`src/rtl/adc_seq_pkg.sv`:
```
package adc_seq_pkg;

    localparam int unsigned CONV_CLKS_DEF     = 18;
    localparam int unsigned FULL_CAL_CLKS_DEF = 125013;
    localparam int unsigned DAC_CAL_CLKS_DEF  = 111114;
    localparam int unsigned OFS_CAL_CLKS_DEF  = 13899;

    typedef enum logic [1:0] {
        PWR_ON       = 2'b00,
        PWR_FULL_OFF = 2'b01,
        PWR_PART_OFF = 2'b10
    } pwr_state_e;

    typedef enum logic [1:0] {
        CAL_FULL     = 2'b00,
        CAL_DAC_FS   = 2'b01,
        CAL_OFFSET   = 2'b10,
        CAL_FULL_ALT = 2'b11
    } cal_kind_e;

    typedef enum logic [1:0] {
        OP_NONE = 2'b00,
        OP_CONV = 2'b01,
        OP_CAL  = 2'b10
    } op_e;

    typedef struct packed {
        logic conv_fall;
        logic cal_rise;
    } edges_t;

    function automatic pwr_state_e pm_decode(input logic [1:0] pm);
        case (pm)
            2'b10:   return PWR_FULL_OFF;
            2'b11:   return PWR_PART_OFF;
            default: return PWR_ON;
        endcase
    endfunction

endpackage

```
`src/rtl/adc_edge_det.sv`:
```
module adc_edge_det
    import adc_seq_pkg::*;
(
    input  logic   clk,
    input  logic   rst,
    input  logic   convst_n,
    input  logic   cal_req,
    output edges_t ev
);
    logic conv_q;
    logic cal_q;

    always_ff @(posedge clk) begin
        if (rst) begin
            conv_q <= 1'b1;
            cal_q  <= 1'b0;
        end else begin
            conv_q <= convst_n;
            cal_q  <= cal_req;
        end
    end

    always_comb begin
        ev.conv_fall = conv_q & ~convst_n;
        ev.cal_rise  = ~cal_q & cal_req;
    end
endmodule

```
`src/rtl/adc_pwr_ctrl.sv`:
```
module adc_pwr_ctrl
    import adc_seq_pkg::*;
(
    input  logic       clk,
    input  logic       rst,
    input  logic [1:0] pm_mode,
    input  edges_t     ev,
    input  logic       busy,
    output pwr_state_e pwr_state,
    output logic       start_conv,
    output logic       start_cal
);
    logic pend_q;
    logic idle;
    logic conv_ok;
    logic wake;

    always_comb begin
        idle       = ~busy & ~pend_q;
        start_cal  = idle & ev.cal_rise;
        conv_ok    = idle & ~ev.cal_rise & ev.conv_fall;
        wake       = conv_ok & (pwr_state != PWR_ON);
        start_conv = pend_q | (conv_ok & (pwr_state == PWR_ON));
    end

    always_ff @(posedge clk) begin
        if (rst) begin
            pwr_state <= PWR_ON;
            pend_q    <= 1'b0;
        end else begin
            pend_q <= wake;
            if (start_cal | wake | start_conv) begin
                pwr_state <= PWR_ON;
            end else if (idle) begin
                pwr_state <= pm_decode(pm_mode);
            end
        end
    end
endmodule

```
`src/rtl/adc_busy_timer.sv`:
```
module adc_busy_timer
    import adc_seq_pkg::*;
#(
    parameter int unsigned CONV_CLKS     = CONV_CLKS_DEF,
    parameter int unsigned FULL_CAL_CLKS = FULL_CAL_CLKS_DEF,
    parameter int unsigned DAC_CAL_CLKS  = DAC_CAL_CLKS_DEF,
    parameter int unsigned OFS_CAL_CLKS  = OFS_CAL_CLKS_DEF
) (
    input  logic      clk,
    input  logic      rst,
    input  logic      start_conv,
    input  logic      start_cal,
    input  cal_kind_e cal_sel,
    output logic      busy,
    output op_e       op,
    output logic      last
);
    localparam int unsigned MAX_A   = (CONV_CLKS > FULL_CAL_CLKS) ? CONV_CLKS : FULL_CAL_CLKS;
    localparam int unsigned MAX_B   = (DAC_CAL_CLKS > OFS_CAL_CLKS) ? DAC_CAL_CLKS : OFS_CAL_CLKS;
    localparam int unsigned MAX_ALL = (MAX_A > MAX_B) ? MAX_A : MAX_B;
    localparam int unsigned CNT_W   = $clog2(MAX_ALL + 1);

    logic [CNT_W-1:0] cnt_q;
    logic [CNT_W-1:0] cal_load;

    always_comb begin
        case (cal_sel)
            CAL_DAC_FS: cal_load = CNT_W'(DAC_CAL_CLKS - 1);
            CAL_OFFSET: cal_load = CNT_W'(OFS_CAL_CLKS - 1);
            default:    cal_load = CNT_W'(FULL_CAL_CLKS - 1);
        endcase
    end

    assign last = busy & (cnt_q == '0);

    always_ff @(posedge clk) begin
        if (rst) begin
            busy  <= 1'b0;
            cnt_q <= '0;
            op    <= OP_NONE;
        end else if (start_cal) begin
            busy  <= 1'b1;
            cnt_q <= cal_load;
            op    <= OP_CAL;
        end else if (start_conv) begin
            busy  <= 1'b1;
            cnt_q <= CNT_W'(CONV_CLKS - 1);
            op    <= OP_CONV;
        end else if (busy) begin
            if (cnt_q == '0) begin
                busy <= 1'b0;
                op   <= OP_NONE;
            end else begin
                cnt_q <= cnt_q - 1'b1;
            end
        end
    end
endmodule

```
`src/rtl/adc_seq_core.sv`:
```
module adc_seq_core
    import adc_seq_pkg::*;
#(
    parameter int unsigned RES_W         = 12,
    parameter int unsigned CONV_CLKS     = CONV_CLKS_DEF,
    parameter int unsigned FULL_CAL_CLKS = FULL_CAL_CLKS_DEF,
    parameter int unsigned DAC_CAL_CLKS  = DAC_CAL_CLKS_DEF,
    parameter int unsigned OFS_CAL_CLKS  = OFS_CAL_CLKS_DEF
) (
    input  logic             clk,
    input  logic             rst,
    input  logic             convst_n,
    input  logic             cal_req,
    input  logic [1:0]       pm_mode,
    input  logic [1:0]       cal_sel,
    input  logic [RES_W-1:0] ain_code,
    output logic             busy,
    output logic [RES_W-1:0] result,
    output logic [1:0]       pwr_state
);
    edges_t            ev;
    pwr_state_e        pwr_q;
    logic              start_conv;
    logic              start_cal;
    op_e               op;
    logic              last;
    logic [RES_W-1:0]  sample_q;

    adc_edge_det u_edge (
        .clk      (clk),
        .rst      (rst),
        .convst_n (convst_n),
        .cal_req  (cal_req),
        .ev       (ev)
    );

    adc_pwr_ctrl u_pwr (
        .clk        (clk),
        .rst        (rst),
        .pm_mode    (pm_mode),
        .ev         (ev),
        .busy       (busy),
        .pwr_state  (pwr_q),
        .start_conv (start_conv),
        .start_cal  (start_cal)
    );

    adc_busy_timer #(
        .CONV_CLKS     (CONV_CLKS),
        .FULL_CAL_CLKS (FULL_CAL_CLKS),
        .DAC_CAL_CLKS  (DAC_CAL_CLKS),
        .OFS_CAL_CLKS  (OFS_CAL_CLKS)
    ) u_timer (
        .clk        (clk),
        .rst        (rst),
        .start_conv (start_conv),
        .start_cal  (start_cal),
        .cal_sel    (cal_kind_e'(cal_sel)),
        .busy       (busy),
        .op         (op),
        .last       (last)
    );

    always_ff @(posedge clk) begin
        if (rst) begin
            sample_q <= '0;
            result   <= '0;
        end else begin
            if (start_conv) begin
                sample_q <= ain_code;
            end
            if (last && (op == OP_CONV)) begin
                result <= sample_q;
            end
        end
    end

    assign pwr_state = pwr_q;
endmodule

```
`config.mk`:
```
export PLATFORM = sky130hd
export DESIGN_NAME = adc_seq_core
export DESIGN_NICKNAME = d
export VERILOG_FILES = /design/src/rtl/adc_seq_pkg.sv /design/src/rtl/adc_edge_det.sv /design/src/rtl/adc_pwr_ctrl.sv /design/src/rtl/adc_busy_timer.sv /design/src/rtl/adc_seq_core.sv
export SDC_FILE = /design/constraint.sdc
export NUM_CORES = 1
export LEC_CHECK = 0
export BUFFER_PORTS_ARGS = -buffer_cell sky130_fd_sc_hd__buf_2
export CAP_MARGIN = 10
export CELL_PAD_IN_SITES_DETAIL_PLACEMENT = 1
export CELL_PAD_IN_SITES_GLOBAL_PLACEMENT = 1
export CORE_MARGIN = 4
export CORE_UTILIZATION = 35
export DETAILED_ROUTE_END_ITERATION = 16
export MAX_ROUTING_LAYER = met4
export PLACE_DENSITY = 0.67
export SYNTH_ARGS = -nofsm -noshare
export SYNTH_HDL_FRONTEND = slang
export SYNTH_HIERARCHICAL = 1
export SYNTH_SLANG_ARGS = --single-unit
```
`constraint.sdc`:
```
create_clock -name clk -period 2.7 [get_ports clk]
set_input_delay 0.54 -clock clk [delete_from_list [all_inputs] [get_ports clk]]
set_output_delay 0.54 -clock clk [all_outputs]
set_load 0.05 [all_outputs]
```
==> results.tsv <==
metric	value	unit
crit path launch	u_timer/cnt_q[1]$_SDFFE_PP0P_	
DR iter-0 viols	135	
max-cap check violation count	0	
drt drc	0	
Core ar.	0.00691	mm²
antenna violations before repair	0	
CP peak stage delay	0.57	ns
status	finished clean	
Synth Area in Simple Gates	0.264	
GR peak layer	met2	
fin crit period	2.51	ns
Crit Path Class	reg2reg	
Chip Height	92.9	µm
sw power	0.703	mW
vias per inst	5.28	
Max Freq	399	MHz
GRT Resource Usage Total	0.160	
Synth Area in XOR/XNOR	0	
global-route wire length before repair	10900	µm
clock root cell	clkbuf_8	
Synth warnings	6	
largest family of logic cells by synthesized area	simple AND/OR/NAND/NOR gates	
Post-synth EDFFs	0	
clock share of power	0.263	
vias in the first global route	2201	
Starting Density	0.365	
CP Capture Type	flop	
Synth Area in Adders	0.0248	
synthesized instance count	281	
Critical Path Sink	u_timer/cnt_q[12]$_SDFFE_PP0P_	
met3 Use GR	0.0317	
pwr/cell area	695	mW/mm²
area share of the largest cell type after synthesis	0.389	
DP Wirelength	4780	µm
power share of the sequential group	0.425	
row count	30	
setup slack, reg-to-reg	0.19	ns
final worst slack	0.193	ns
CTS Sinks	49	
Final Hold Fails	0	
postcts setup bufs	0	
post-layout net count	341	
Worst Hold Class	in2reg	
Worst R2R Start	u_timer/cnt_q[1]$_SDFFE_PP0P_	
Slew Viols, Final	0	
# resized after CTS	0	
largest net degree at the start of global routing	37	
#FFs+latches synth	49	
# port buffers	34	
# IOs	35	
Pre-Repair DR Iteration Count	4	
Routed Antenna Nets	0	
Max transition margin	0.576	
cell-internal power	1.32	mW
Clock Latency Late Sink	0.30	ns
Post-CTS Hold Fix Bufs	0	
arrival time worst endpoint	2.70	ns
ANT cells	0	
die width	92.9	µm
Max Clock Skew	0.00712	ns
ys async rst share	0	
worst vdd ir	248	µV
htree depth	2	
cell count of the worst reg-to-reg path	6	
grt ovf	0	
RSZ-0062 raised after global routing	false	
syn_area_per_cell	8.97	µm²
Final TNS setup	0	ns
CP max stage cell	or4b_1	
Worst-Margin Slew	0.630	ns
mux cell area share after synthesis	0.107	
GP Congestion	0.871	
Max Fanout on Critical Path	13	
setup violators final	0	
CTS clk-pin slew, worst paths	0.09	ns
Startpoint Class	flop	
DP Worst Slack	0.227	ns
CTS buffer count	5	
R2R Path End	u_timer/cnt_q[12]$_SDFFE_PP0P_	
vias post-DR	2181	
sequential fraction of the synthesis area	0.389	
Post-Syn Area	0.00252	mm²
Gate power share	0.312	
die area	0.00862	mm²
CTS max path bufs	2	
top_reg_cell synth	dfxtp_1	
layout cells sized above 1	0.208	
WL/cell	15.7	µm
main area contributors after synthesis	dfxtp_1, mux2i_1, nand2b_1, nor2_1, ha_1	
most common cell after layout, fill and taps aside	dfxtp_1	
Area Growth Syn to Fin	15.4	%
WHS	0.429	ns
most frequent cells in the layout	dfxtp_1, buf_2, nand2b_1, mux2i_1, nor2_1	
Compound-Gate Fraction of Synth Area	0.154	
Sw Share	0.348	
Distinct cells, synth	50	
GRT met1 Usage	0.210	
drt total wl	6480	µm
final period utilization	0.928	
P_leak	1.16	nW
GR Util met2	0.255	
CP Cell Sequence	inv_1 > ha_1 > or4b_1 > or4_4 > and2_1 > o311a_1	
Yosys top cell by area	dfxtp_1	
CTS tree	built	
CP Data Required Time	2.89	ns
Syn Nets	306	
## power by group through the flow
stage	Sequential [mW]	Combinational [mW]	Clock (mW)
3_3_place_gp	0.872	0.619	0
4_1_cts	0.857	0.629	0.553
3_5_place_dp	0.873	0.626	0
6_report	0.858	0.632	0.531
2_1_floorplan	0.867	0.461	0
5_1_grt	0.870	0.698	0.575
## metal layers
layer  wire [µm]  up-vias
met1        3120     1027
met3         360        4
met4          42        0
met5           0        -
li1            -     1093
met2        2950       57
## cell families (layout without fill, tap and decap cells)
logic type / count (synthesis) / count (layout)
AO/OA/AOI/OAI: 50 / 50
adder cells (fa/ha/maj): 5 / 5
AND/OR/NAND/NOR: 120 / 120
multiplexers: 27 / 27
flip-flops: 49 / 49
buffers and inverters: 30 / 66
## cell usage after synthesis (all sizes together), types with 2 or more instances
| cell | instances |
|---|---|
| a31oi | 2 |
| or4 | 5 |
| and2 | 2 |
| a221oi | 5 |
| nand3 | 3 |
| clkbuf | 10 |
| buf | 9 |
| nor4 | 6 |
| a2111oi | 2 |
| nor2b | 2 |
| a41o | 3 |
| mux2i | 27 |
| nand2b | 29 |
| or2 | 3 |
| and3 | 3 |
| or3 | 3 |
| a31o | 4 |
| nor2 | 24 |
| nand2 | 16 |
| or4b | 2 |
| o311a | 3 |
| dfxtp | 49 |
| inv | 11 |
| a211oi | 4 |
| o31ai | 2 |
| nand4 | 6 |
| o211ai | 3 |
| a211o | 2 |
| ha | 5 |
| a21oi | 9 |
| a311oi | 2 |
| o21ai | 5 |
| nor3 | 11 |
## worst max-delay path, delay by kind of cell, from the launching register on
family / cells / cell delay, ns
simple gates: 3 / 1.41
buf+inv: 1 / 0.10
compound gates: 1 / 0.30
fa+ha+maj: 1 / 0.23
flops: 1 / 0.35
## sequential cells by signal, summed over array words and instances, names as in the netlist
signal	cells
u_timer/cnt_q	17
result	12
sample_q	12
u_pwr/pwr_state	2
u_timer/op	2
u_edge/cal_q	1
u_edge/conv_q	1
u_pwr/pend_q	1
u_timer/busy	1
## how the worst min path moves through the flow
stage                                    start                          to  cells past startpoint
CTS                                   convst_n    u_edge/conv_q$_SDFF_PP1_                      2
global route                          convst_n    u_edge/conv_q$_SDFF_PP1_                      2
floorplan           u_timer/op[0]$_SDFFE_PP0P_  u_timer/op[0]$_SDFFE_PP0P_                      2
detailed placement  u_timer/op[0]$_SDFFE_PP0P_  u_timer/op[0]$_SDFFE_PP0P_                      2
finish                                convst_n    u_edge/conv_q$_SDFF_PP1_                      2
global placement    u_timer/op[0]$_SDFFE_PP0P_  u_timer/op[0]$_SDFFE_PP0P_                      2
## area by class of cell
cell class,instances,area (µm²)
tap,96,120
clock inverter,3,43.8
sequential,49,981
fill,856,4000
multi-input combinational,202,1390
clock buffer,5,68.8
timing repair buffer,47,268
inverter,11,41.3
## per-stage QoR
| stage | util | instance area, µm² | power [mW] | std cells |
|---|---|---|---|---|
| global placement | 0.405 | 2800 | 1.49 | 405 |
| floorplan | - | 2520 | 1.33 | 281 |
| finish | 0.421 | 2910 | 2.02 | 413 |
| CTS | 0.421 | 2910 | 2.04 | 413 |
| detailed placement | 0.405 | 2800 | 1.50 | 405 |
| global route | 0.421 | 2910 | 2.14 | 413 |
(Power assumes the default switching activity.)
